--- src/rtl/tmr_seq_pkg.sv ---
package tmr_seq_pkg;
  localparam int unsigned STATE_W    = 2;
  localparam int unsigned NUM_COPIES = 3;
  localparam int unsigned OUT_W      = 2;
  localparam int unsigned COPY_SEL_W = 2;
  localparam int unsigned BIT_SEL_W  = (STATE_W > 1) ? $clog2(STATE_W) : 1;

  typedef enum logic [STATE_W-1:0] {
    ST_IDLE = 2'd0,
    ST_REQ  = 2'd1,
    ST_WAIT = 2'd2,
    ST_DONE = 2'd3
  } seq_state_e;
endpackage

--- src/rtl/tmr_maj_voter.sv ---
module tmr_maj_voter #(
  parameter int unsigned W = 1
) (
  input  logic [W-1:0] a_i,
  input  logic [W-1:0] b_i,
  input  logic [W-1:0] c_i,
  output logic [W-1:0] y_o
);
  // purely combinational: no flop shared by all copies
  assign y_o = (a_i & b_i) | (a_i & c_i) | (b_i & c_i);
endmodule

--- src/rtl/tmr_seq_copy.sv ---
module tmr_seq_copy
  import tmr_seq_pkg::*;
(
  input  logic               clk_i,
  input  logic               rst_ni,
  input  logic               start_i,
  input  logic               ack_i,
  input  logic               timeout_i,
  input  logic [STATE_W-1:0] voted_nxt_i,
  input  logic [STATE_W-1:0] flip_i,
  output logic [STATE_W-1:0] state_o,
  output logic [STATE_W-1:0] nxt_o,
  output logic               req_o,
  output logic               done_o
);
  logic [STATE_W-1:0] state_q;

  always_ff @(posedge clk_i or negedge rst_ni) begin
    if (!rst_ni) state_q <= ST_IDLE;
    else         state_q <= voted_nxt_i ^ flip_i;
  end

  always_comb begin
    nxt_o = state_q;
    case (state_q)
      ST_IDLE: if (start_i) nxt_o = ST_REQ;
      ST_REQ:  nxt_o = ST_WAIT;
      ST_WAIT: begin
        if (ack_i)          nxt_o = ST_DONE;
        else if (timeout_i) nxt_o = ST_IDLE;
      end
      default: nxt_o = ST_IDLE;
    endcase
  end

  assign state_o = state_q;
  assign req_o   = (state_q == ST_REQ);
  assign done_o  = (state_q == ST_DONE);

  p_copy_follows_vote_r7: assert property (@(posedge clk_i) disable iff (!rst_ni)
    (flip_i == '0) |=> (state_q == $past(voted_nxt_i)));
endmodule

--- src/rtl/tmr_seq_fsm.sv ---
module tmr_seq_fsm
  import tmr_seq_pkg::*;
(
  input  logic                  clk_i,
  input  logic                  rst_ni,
  input  logic                  start_i,
  input  logic                  ack_i,
  input  logic                  timeout_i,
  input  logic                  inj_en_i,
  input  logic [COPY_SEL_W-1:0] inj_copy_i,
  input  logic [BIT_SEL_W-1:0]  inj_bit_i,
  output logic                  req_o,
  output logic                  done_o,
  output logic                  mismatch_o
);
  logic [STATE_W-1:0] st   [NUM_COPIES];
  logic [STATE_W-1:0] nx   [NUM_COPIES];
  logic [STATE_W-1:0] flip [NUM_COPIES];
  logic [OUT_W-1:0]   outs [NUM_COPIES];
  logic [STATE_W-1:0] voted_nxt;
  logic [STATE_W-1:0] voted_st;
  logic [OUT_W-1:0]   voted_out;

  for (genvar g = 0; g < NUM_COPIES; g++) begin : g_copy
    logic c_req, c_done;
    assign flip[g] = (inj_en_i && inj_copy_i == COPY_SEL_W'(g))
                   ? (STATE_W'(1) << inj_bit_i) : '0;
    tmr_seq_copy u_copy (
      .clk_i       (clk_i),
      .rst_ni      (rst_ni),
      .start_i     (start_i),
      .ack_i       (ack_i),
      .timeout_i   (timeout_i),
      .voted_nxt_i (voted_nxt),
      .flip_i      (flip[g]),
      .state_o     (st[g]),
      .nxt_o       (nx[g]),
      .req_o       (c_req),
      .done_o      (c_done)
    );
    assign outs[g] = {c_req, c_done};
  end

  tmr_maj_voter #(.W(STATE_W)) u_vote_nxt (
    .a_i(nx[0]), .b_i(nx[1]), .c_i(nx[2]), .y_o(voted_nxt));
  tmr_maj_voter #(.W(STATE_W)) u_vote_st (
    .a_i(st[0]), .b_i(st[1]), .c_i(st[2]), .y_o(voted_st));
  tmr_maj_voter #(.W(OUT_W)) u_vote_out (
    .a_i(outs[0]), .b_i(outs[1]), .c_i(outs[2]), .y_o(voted_out));

  assign req_o  = voted_out[1];
  assign done_o = voted_out[0];

  always_comb begin
    mismatch_o = 1'b0;
    for (int i = 0; i < NUM_COPIES; i++)
      if (st[i] != voted_st) mismatch_o = 1'b1;
  end

  p_req_pulse_r2: assert property (@(posedge clk_i) disable iff (!rst_ni)
    req_o |=> !req_o);
  p_req_from_start_r2: assert property (@(posedge clk_i) disable iff (!rst_ni)
    $rose(req_o) |-> $past(start_i));
  p_wait_holds_r3: assert property (@(posedge clk_i) disable iff (!rst_ni)
    (voted_st == ST_WAIT && !ack_i && !timeout_i) |=> (voted_st == ST_WAIT));
  p_ack_done_r4: assert property (@(posedge clk_i) disable iff (!rst_ni)
    (voted_st == ST_WAIT && ack_i) |=> done_o);
  p_timeout_idle_r5: assert property (@(posedge clk_i) disable iff (!rst_ni)
    (voted_st == ST_WAIT && timeout_i && !ack_i) |=> (voted_st == ST_IDLE && !done_o));
  p_outs_exclusive_r6: assert property (@(posedge clk_i) disable iff (!rst_ni)
    !(req_o && done_o));
  p_clean_after_reload_r8: assert property (@(posedge clk_i) disable iff (!rst_ni)
    !inj_en_i |=> !mismatch_o);
  p_no_copy_three_r9: assert property (@(posedge clk_i) disable iff (!rst_ni)
    (inj_en_i && inj_copy_i == COPY_SEL_W'(3)) |=> !mismatch_o);
endmodule

--- config.mk ---
export PLATFORM = sky130hd
export DESIGN_NAME = tmr_seq_fsm
export DESIGN_NICKNAME = d
export VERILOG_FILES = /design/src/rtl/tmr_seq_pkg.sv /design/src/rtl/tmr_maj_voter.sv /design/src/rtl/tmr_seq_copy.sv /design/src/rtl/tmr_seq_fsm.sv
export SDC_FILE = /design/constraint.sdc
export NUM_CORES = 1
export LEC_CHECK = 0
export ABC_AREA = 1
export CORE_AREA = 4 4 41 43
export DETAILED_ROUTE_END_ITERATION = 10
export DIE_AREA = 0 0 45 47
export GPL_TIMING_DRIVEN = 0
export HOLD_SLACK_MARGIN = 0.15
export PLACE_DENSITY = 0.78
export SLEW_MARGIN = 10
export SYNTH_ARGS = -nofsm -noshare
export SYNTH_HDL_FRONTEND = slang
export SYNTH_SLANG_ARGS = --single-unit
--- constraint.sdc ---
create_clock -name clk_i -period 1.5 [get_ports clk_i]
set_input_delay 0.15 -clock clk_i [delete_from_list [all_inputs] [get_ports clk_i]]
set_output_delay 0.15 -clock clk_i [all_outputs]
set_load 0.05 [all_outputs]
==> results_dict.tcl, run 1 <==
set metrics [dict create \
    placed_cell_area_um2 698.2 \
    ys_types 19 \
    hold_path_startpoint "inj_copy_i[1]" \
    portBuffers 11 \
    first_global_vias 514 \
    fmax_ghz 0.6995 \
    yosysWarnings 0 \
    ios 12 \
    die_w_um 45 \
    slowest_stage "dfrtp_1" \
    slew_headroom 0.8275 \
    max_cap_violations 0 \
    yosysSeqAreaShare 0.2655 \
    synth_cells 88 \
    required_ns 1.35 \
    ir_drop_mv 0.7338 \
    start_util 0.4346 \
    grt-ovfl-total 0 \
    fillers 147 \
    hold_path_class "in2reg" \
    die-area_mm2 0.002115 \
    htree_levels 1 \
    post_route_cells_drive_above_1_share 0.3204 \
    numClockSinks 6 \
    p_sw_w 0.0007455 \
    worstSetupPathType "reg2out" \
    worst_ep_arrival_time_ns 1.28 \
    timing.final.crit_share 0.9531 \
    grt_max_degree 7 \
    grt_pass1_wl_um 1925 \
    worstMarginPinSlew_ns 0.2579 \
    finalClockSkew_ns 0.0002694 \
    p_leak_nw 0.3825 \
    fp.coreArea_mm2 0.001301 \
    reg2reg_from "g_copy[2].u_copy.state_o[0]" \
    dr.pass1.iters 4 \
    seqPwrFrac 0.248 \
    post_cts_buffers 0 \
    mostFrequentLayoutCell "nand2_1" \
    vias 618 \
    cp_max_fo 4 \
    worst_path_largest_cell_delay_ns 0.40 \
    fin_nets 114 \
    status "finished clean" \
    path_buf_inv 1 \
    rows 13 \
    dpl.hpwl_um 1082 \
    layout_common_cells "nand2_1 (22), inv_1 (11), nand2_2 (11)" \
    setup_viol 0 \
    switching_share 0.5329 \
    syn_avg_cell_area_um2 6.427 \
    intPower_w 0.0006534 \
    grt_use_total 0.1275 \
    worstSetupEndpointType "output pin" \
    path_delay_family "flip-flops" \
    finalInstanceArea_um2 730.7 \
    antennaDiodeCount 0 \
    hold_ws_ns 0.6374 \
    largest_reg_flops 6 \
    synthesis.area_um2 565.5 \
    numCtsBuffers 3 \
    drc_errors 0 \
    rsz0062_at_grt "no" \
    synth_fp_nets 97 \
    setup_tns_ns 0 \
    holdPathStages 4 \
    fp.dieH_um 47 \
    hold_viol 0 \
    ys_ff_latch 6 \
    pwr-share-comb 0.646 \
    slew_violations 0 \
    clk_latency_ns 0.24 \
    finalWeightedCongestion 0.8532 \
    drtIter0Drc 10 \
    total_power_w 0.001399 \
    antenna_found_initial 0 \
    routedWlPerCell_um 10.95 \
    clk_pin_slew_ns 0.04 \
    cts_tree "yes" \
    totalWireLength_um 1292 \
    via_per_inst 5.237 \
    rr_worst_depth 8 \
    p_clk_frac 0.106 \
    drt.antenna.violating_nets 0 \
    clock-root-buffer "clkbuf_4" \
    reg2reg_to "g_copy[0].u_copy.state_o[0]" \
    min_period_ns 1.430 \
    clk_path_buf_depth 2 \
    path_cells "nand2_1 > o21a_1 > a21oi_2 > buf_4" \
    cp-start-kind "register" \
    power_density_mw_per_mm2 1915 \
    holdPathEnd "g_copy[2].u_copy.state_o[1]" \
    area_delta_synth_final_pct 29.20 \
    rrSetupSlack_ns 0.32 \
]
## logic make-up after synthesis
logic type | share of synthesized area
simple gates | 0.5221
buf+inv | 0.1128
compound gates | 0.09953
flops | 0.2655
## worst register-to-register path, stage by stage, from the launching register on
cell	delay, ns
dfrtp_2	0.44
inv_2	0.07
nand3_1	0.08
nand2_1	0.10
inv_1	0.05
o21ai_2	0.10
nand2_2	0.10
nand2_1	0.07
nand2_1	0.05
## synth_stat cells
master	count	area, um^2
o21ai_2	1	8.760
nor2_1	1	3.750
nand3_1	9	45.04
inv_1	11	41.29
a21oi_1	1	5.000
nand4_2	1	12.51
o21ai_0	3	15.01
nand2_1	22	82.58
o21a_1	1	7.510
nand2_4	1	11.26
o211ai_1	2	15.01
nand2_2	11	68.82
nor2_4	1	11.26
dfrtp_1	6	150.1
inv_2	6	22.52
o21ai_1	1	5.000
nand4_1	6	37.54
nor3_1	2	10.01
nor2_2	2	12.51
## stage by stage
stage / worst slack, ns / utilization / instances
6_report: 0.07034 / 0.5615 / 118
5_1_grt: 0.005364 / 0.5615 / 118
4_1_cts: 0.02890 / 0.5538 / 118
3_5_place_dp: -0.3100 / 0.5365 / 114
3_3_place_gp: -0.2942 / 0.5365 / 114
2_1_floorplan: 0.01538 / - / 88
## routing by layer
layer  share of wire  GRT usage
met5               0          0
met4           0.011    0.05263
met3           0.065    0.03448
met2            0.54     0.2458
met1            0.38     0.1282
## power by group through the flow
stage	sequential [W]	clock [W]	combinational (W)
final	0.000347	0.000149	0.000904
after global routing	0.000362	0.000156	0.000993
after CTS	0.000341	0.000151	0.000889
after detailed placement	0.000343	0	0.000907
after global placement	0.000341	0	0.000868
after floorplan	0.000318	0	0.000709
## repair_timing
item,4_1_cts,5_1_grt
gates resized for setup,17,5
endpoints found under the setup margin,3,3
endpoints found under the hold margin,6,0
gates cloned,0,0
hold buffers,1,0
pin swaps,0,0
## how the worst max path moves through the flow
stage	depth (start not counted)	slack, ns	start	to
after global routing	6	0.005	g_copy[1].u_copy.state_o[1]	req_o
after detailed placement	4	-0.31	g_copy[0].u_copy.state_o[1]	done_o
final	4	0.07	g_copy[0].u_copy.state_o[0]	done_o
after global placement	4	-0.29	g_copy[0].u_copy.state_o[1]	done_o
after floorplan	3	0.02	g_copy[1].u_copy.state_o[1]	mismatch_o
after CTS	4	0.03	g_copy[0].u_copy.state_o[1]	done_o
## area by class of cell
type	instances	area (um^2)	area share
timing repair buffer	12	116.4	0.1592
clock buffer	3	22.52	0.03082
sequential	6	153.9	0.2106
tap	15	18.77	0.02568
multi-input combinational	65	355.3	0.4863
inverter	17	63.81	0.08733
Note: power is estimated with default switching activity, not from simulation.
==> inputs of run 2 (changes only) <==
--- a/config.mk
+++ b/config.mk
@@ -6,9 +6,9 @@
 export NUM_CORES = 1
 export LEC_CHECK = 0
 export ABC_AREA = 1
-export CORE_AREA = 4 4 41 43
+export CORE_AREA = 2 2 39 41
 export DETAILED_ROUTE_END_ITERATION = 10
-export DIE_AREA = 0 0 45 47
+export DIE_AREA = 0 0 41 43
 export GPL_TIMING_DRIVEN = 0
 export HOLD_SLACK_MARGIN = 0.15
 export PLACE_DENSITY = 0.78
==> run 2 against run 1 <==
Critical path depth unchanged. Cell count rose by 1.7%. Flip-flop and latch count unchanged. Non-clock buffer count grew 1. Die area fell by 17%. Via count is 2.4% lower.
==> results_dict.tcl, run 2 (synthesis gave the netlist of run 1 again) <==
set metrics [dict create \
    status "finished clean" \
    slew_violations 0 \
    intPower_w 0.0006654 \
    pwr-share-comb 0.654 \
    rr_worst_depth 8 \
    setup_viol 0 \
    drt.antenna.violating_nets 0 \
    rows 14 \
    first_global_vias 528 \
    grt_pass1_wl_um 1932 \
    numCtsBuffers 3 \
    fin_nets 115 \
    power_density_mw_per_mm2 1883 \
    fp.dieH_um 43 \
    routedWlPerCell_um 9.608 \
    cts_tree "yes" \
    mostFrequentLayoutCell "nand2_1" \
    hold_viol 0 \
    worst_path_largest_cell_delay_ns 0.41 \
    switching_share 0.5214 \
    worstSetupEndpointType "output pin" \
    ios 12 \
    vias 603 \
    numClockSinks 6 \
    worstSetupPathType "reg2out" \
    fp.coreArea_mm2 0.001384 \
    layout_common_cells "nand2_1 (22), inv_1 (11), nand2_2 (11)" \
    antennaDiodeCount 0 \
    slowest_stage "dfrtp_1" \
    reg2reg_to "g_copy[0].u_copy.state_o[0]" \
    path_cells "nand2_1 > o21a_1 > a21oi_2 > buf_4" \
    clk_pin_slew_ns 0.04 \
    worst_slack_ns 0.05246 \
    portBuffers 11 \
    hold_path_class "in2reg" \
    p_sw_w 0.0007250 \
    fin_cells 120 \
    worstMarginPinSlew_ns 0.2517 \
    max_cap_violations 0 \
    fillers 149 \
    post-place-cells 115 \
    drc_errors 0 \
    required_ns 1.35 \
    grt-ovfl-total 0 \
    drtIter0Drc 13 \
    finalWeightedCongestion 0.6900 \
    grt_use_total 0.1604 \
    seq_area_um2 152.6 \
    fmax_ghz 0.6908 \
    dpl.hpwl_um 979.2 \
    cp-start-kind "register" \
    rrSetupSlack_ns 0.35 \
    multi_input_area_um2 355.3 \
    dr.pass1.iters 4 \
    cp_max_fo 5 \
    finalClockSkew_ns 0.0001064 \
    clock-root-buffer "clkbuf_4" \
    ir_drop_mv 0.6640 \
    clk_latency_ns 0.23 \
    min_period_ns 1.448 \
    largest_reg_flops 6 \
    via_per_inst 5.025 \
    antenna_found_initial 0 \
    grt_max_degree 7 \
    htree_levels 1 \
    seqPwrFrac 0.245 \
    p_clk_frac 0.101 \
    worst_ep_arrival_time_ns 1.30 \
    p_leak_nw 0.3888 \
    clk_path_buf_depth 2 \
    reg2reg_from "g_copy[2].u_copy.state_o[0]" \
    start_util 0.4087 \
    slew_headroom 0.8317 \
    post_route_cells_drive_above_1_share 0.3173 \
    pre_cts_slack_ns -0.3028 \
    area_delta_synth_final_pct 30.53 \
    die_w_um 41 \
    die-area_mm2 0.001763 \
    cp-endpoint "done_o" \
    startpoint "g_copy[0].u_copy.state_o[1]" \
    totalWireLength_um 1153 \
    timing.final.crit_share 0.9650 \
]
run 2: changes by cell type in the layout (fill, tap and decap cells not counted):
cell      before  now
dfrtp_2        3    2
clkbuf_4       4    3
buf_4          1    3
dfrtp_1        3    4
run 2: repair_timing:
item                                    in CTS  in global routing
hold buffers                                 1                  0
gates resized for setup                     18                  4
pin swaps                                    0                  0
hold endpoints to repair                     6                  0
endpoints found under the setup margin       3                  2
gates cloned                                 0                  0
setup buffers                                0                  1
run 2: cell type report:
class | instances | share of cell area
Clock buffer | 3 | 0.03051
Inverter | 17 | 0.08644
Multi-Input combinational cell | 65 | 0.4814
Sequential cell | 6 | 0.2068
Tap cell | 16 | 0.02712
Timing Repair Buffer | 13 | 0.1678
run 2: power groups by stage:
stage          Clock [W]  Sequential, W  Combinational (W)
3_5_place_dp           0       0.000343           0.000892
3_3_place_gp           0       0.000340           0.000867
6_report        0.000140       0.000341           0.000909
2_1_floorplan          0       0.000318           0.000709
4_1_cts         0.000148       0.000342           0.000874
5_1_grt         0.000158       0.000352            0.00102
run 2: critical path, delay by kind of cell (launching register included):
kind | cells | cell delay (ns)
AOI/OAI and AO/OA | 2 | 0.31
buffers and inverters | 1 | 0.20
DFF | 1 | 0.41
and+or+nand+nor | 1 | 0.14
run 2: per-layer routing:
metal,global-route usage,wire length [um]
met2,0.2781,643
met5,0,0
met3,0.03141,50
met4,0.08000,0
met1,0.1700,459
run 2: how the worst min path moves through the flow:
stage | from | to | slack (ns) | cells past startpoint
floorplan | rst_ni | g_copy[0].u_copy.state_o[0] | -0.15 | 0
global placement | rst_ni | g_copy[2].u_copy.state_o[1] | 0.39 | 1
detailed placement | rst_ni | g_copy[1].u_copy.state_o[1] | 0.40 | 1
CTS | inj_copy_i[1] | g_copy[2].u_copy.state_o[0] | 0.64 | 4
global route | inj_copy_i[1] | g_copy[2].u_copy.state_o[0] | 0.69 | 4
finish | inj_copy_i[1] | g_copy[2].u_copy.state_o[0] | 0.64 | 4
run 2: per-stage QoR:
stage,cell area (um^2),hold WS (ns),setup TNS (ns),power (W),utilization
6_report,738.2,0.6430,0,0.001390,0.5335
5_1_grt,738.2,0.6889,-0.06755,0.001532,0.5335
4_1_cts,723.2,0.6412,0,0.001364,0.5226
3_5_place_dp,699.4,0.4042,-0.8441,0.001235,0.5054
3_3_place_gp,699.4,0.3917,-0.7833,0.001207,0.5054
2_1_floorplan,569.3,-0.1456,0,0.001028,-
==> inputs of run 3 (changes only) <==
--- a/config.mk
+++ b/config.mk
@@ -11,7 +11,9 @@
 export DIE_AREA = 0 0 41 43
 export GPL_TIMING_DRIVEN = 0
 export HOLD_SLACK_MARGIN = 0.15
+export MAX_ROUTING_LAYER = met4
 export PLACE_DENSITY = 0.78
+export SETUP_SLACK_MARGIN = 0.15
 export SLEW_MARGIN = 10
 export SYNTH_ARGS = -nofsm -noshare
 export SYNTH_HDL_FRONTEND = slang
==> run 3 against run 2 <==
Power rose by 24%. Cell area rose by 19%. Via count increased by 9.3%. Maximum frequency up 4.3%. Combinational power increased by 34%. Utilization increased by 10 points. Flip-flop and latch count is the same. Wire length is 19% higher. Sequential power rose by 4%.
==> results_dict.tcl, run 3 (synthesis gave the netlist of run 1 again) <==
set metrics [dict create \
    cts_tree "yes" \
    routedWlPerCell_um 10.54 \
    numCtsBuffers 3 \
    fin_cells 130 \
    fin_nets 125 \
    die-area_mm2 0.001763 \
    numClockSinks 6 \
    worst_path_largest_cell_delay_ns 0.42 \
    multi_input_area_um2 416.7 \
    hold_viol 0 \
    timing.final.crit_share 0.9249 \
    die_w_um 41 \
    dr.pass1.iters 4 \
    setup_tns_ns 0 \
    grt_max_degree 7 \
    switching_share 0.5086 \
    vias 659 \
    mostFrequentLayoutCell "nand2_2" \
    path_depth 6 \
    pwr-share-comb 0.712 \
    power_density_mw_per_mm2 1953 \
    clock-root-buffer "clkbuf_4" \
    total_power_w 0.001720 \
    fp.dieH_um 43 \
    rsz0062_at_grt "yes" \
    seq_area_um2 155.1 \
    post-place-cells 115 \
    post_route_cells_drive_above_1_share 0.4912 \
    finalInstanceArea_um2 880.8 \
    largest_reg_flops 6 \
    dpl.hpwl_um 979.2 \
    first_global_vias 576 \
    clk_pin_slew_ns 0.04 \
    fmax_ghz 0.7208 \
    worstSetupEndpointType "output pin" \
    ios 12 \
    area_delta_synth_final_pct 55.75 \
    clk_latency_ns 0.24 \
    startpoint "g_copy[2].u_copy.state_o[1]" \
    totalWireLength_um 1370 \
    min_period_ns 1.387 \
    hold_path_class "in2reg" \
    antennaDiodeCount 0 \
    status "finished clean" \
    reg2reg_from "g_copy[2].u_copy.state_o[1]" \
    rr_worst_depth 10 \
    htree_levels 1 \
    slew_violations 0 \
    clk_path_buf_depth 2 \
    grt-ovfl-total 0 \
    portBuffers 11 \
    path_delay_family "flip-flops" \
    worstMarginPinSlew_ns 0.2734 \
    rrSetupSlack_ns 0.20 \
    path_cells "inv_2 > nand2_4 > nand2_2 > nand3_2 > o21ai_2 > buf_6" \
    slowest_stage "dfrtp_1" \
    finalWeightedCongestion 0.6973 \
    antenna_found_initial 0 \
    cp-start-kind "register" \
    start_util 0.4087 \
    ir_drop_mv 0.7549 \
    grt_pass1_wl_um 2201 \
    finalClockSkew_ns 0.001504 \
    intPower_w 0.0008452 \
    p_leak_nw 0.4541 \
    rows 14 \
    drtIter0Drc 11 \
    placed_cell_area_um2 699.4 \
    worst_ep_arrival_time_ns 1.24 \
    seqPwrFrac 0.207 \
    path_buf_inv 2 \
    layout_common_cells "nand2_2 (16), nand2_1 (14), buf_4 (12)" \
    fin_util 0.6365 \
    worstSetupPathType "reg2out" \
    reg2reg_to "g_copy[1].u_copy.state_o[1]" \
    drc_errors 0 \
    fp.coreArea_mm2 0.001384 \
    slew_headroom 0.8165 \
    via_per_inst 5.069 \
    p_clk_frac 0.082 \
    grt_use_total 0.1892 \
    max_cap_violations 0 \
    required_ns 1.35 \
    drt.antenna.violating_nets 0 \
    p_sw_w 0.0008747 \
    cp_max_fo 4 \
    setup_viol 0 \
    fillers 134 \
    cp-endpoint "req_o" \
]
==> run 3: worst min path at each step <==
stage          slack, ns     startpoint  cells past startpoint                     endpoint
4_1_cts             0.64  inj_copy_i[1]                      4  g_copy[2].u_copy.state_o[0]
5_1_grt             0.69  inj_copy_i[1]                      4  g_copy[2].u_copy.state_o[0]
6_report            0.64  inj_copy_i[1]                      4  g_copy[2].u_copy.state_o[0]
3_5_place_dp        0.40         rst_ni                      1  g_copy[1].u_copy.state_o[1]
3_3_place_gp        0.39         rst_ni                      1  g_copy[2].u_copy.state_o[1]
2_1_floorplan      -0.15         rst_ni                      0  g_copy[0].u_copy.state_o[0]
==> run 3: power by group through the flow <==
stage / clock, W / combinational (W) / sequential [W]
5_1_grt: 0.000158 / 0.00134 / 0.000362
3_3_place_gp: 0 / 0.000867 / 0.000340
2_1_floorplan: 0 / 0.000709 / 0.000318
4_1_cts: 0.000148 / 0.00110 / 0.000345
3_5_place_dp: 0 / 0.000892 / 0.000343
6_report: 0.000140 / 0.00122 / 0.000355
==> run 3: what timing repair did <==
| item | CTS | global route |
|---|---|---|
| cloned | 0 | 0 |
| endpoints found under the hold margin | 6 | 0 |
| setup buffers | 11 | 0 |
| hold buffers | 1 | 0 |
| pin swaps | 4 | 4 |
| gates resized for setup | 28 | 13 |
| endpoints found under the setup margin | 3 | 9 |
==> run 3: layout make-up <==
class                   count  share of cell area
clock buffers               3             0.02557
inverters                  17             0.07244
multi-input cells          65              0.4730
flip-flops and latches      6              0.1761
well taps                  16             0.02273
repair buffers             23              0.2301
==> run 3: stage by stage <==
stage	hold slack (ns)	setup WS, ns
after global routing	0.6888	0.04800
final	0.6426	0.1127
after detailed placement	0.4042	-0.3028
after global placement	0.3917	-0.2982
after floorplan	-0.1456	0.01538
after CTS	0.6411	0.1175
==> run 3: layer usage <==
layer / GRT usage / up-vias / wire length (um) / share of wire
met1: 0.1927 / 304 / 521 / 0.38
met3: 0.03141 / 0 / 44 / 0.032
met4: 0.08000 / 0 / 0 / 0
li1: - / 345 / - / -
met5: - / - / 0 / 0
met2: 0.3313 / 10 / 805 / 0.59
==> run 3: worst min-delay path, stage by stage <==
cell             delay, ns
clkdlybuf4s50_1       0.43
nand4_1               0.12
nand3_1               0.08
nand2_1               0.06
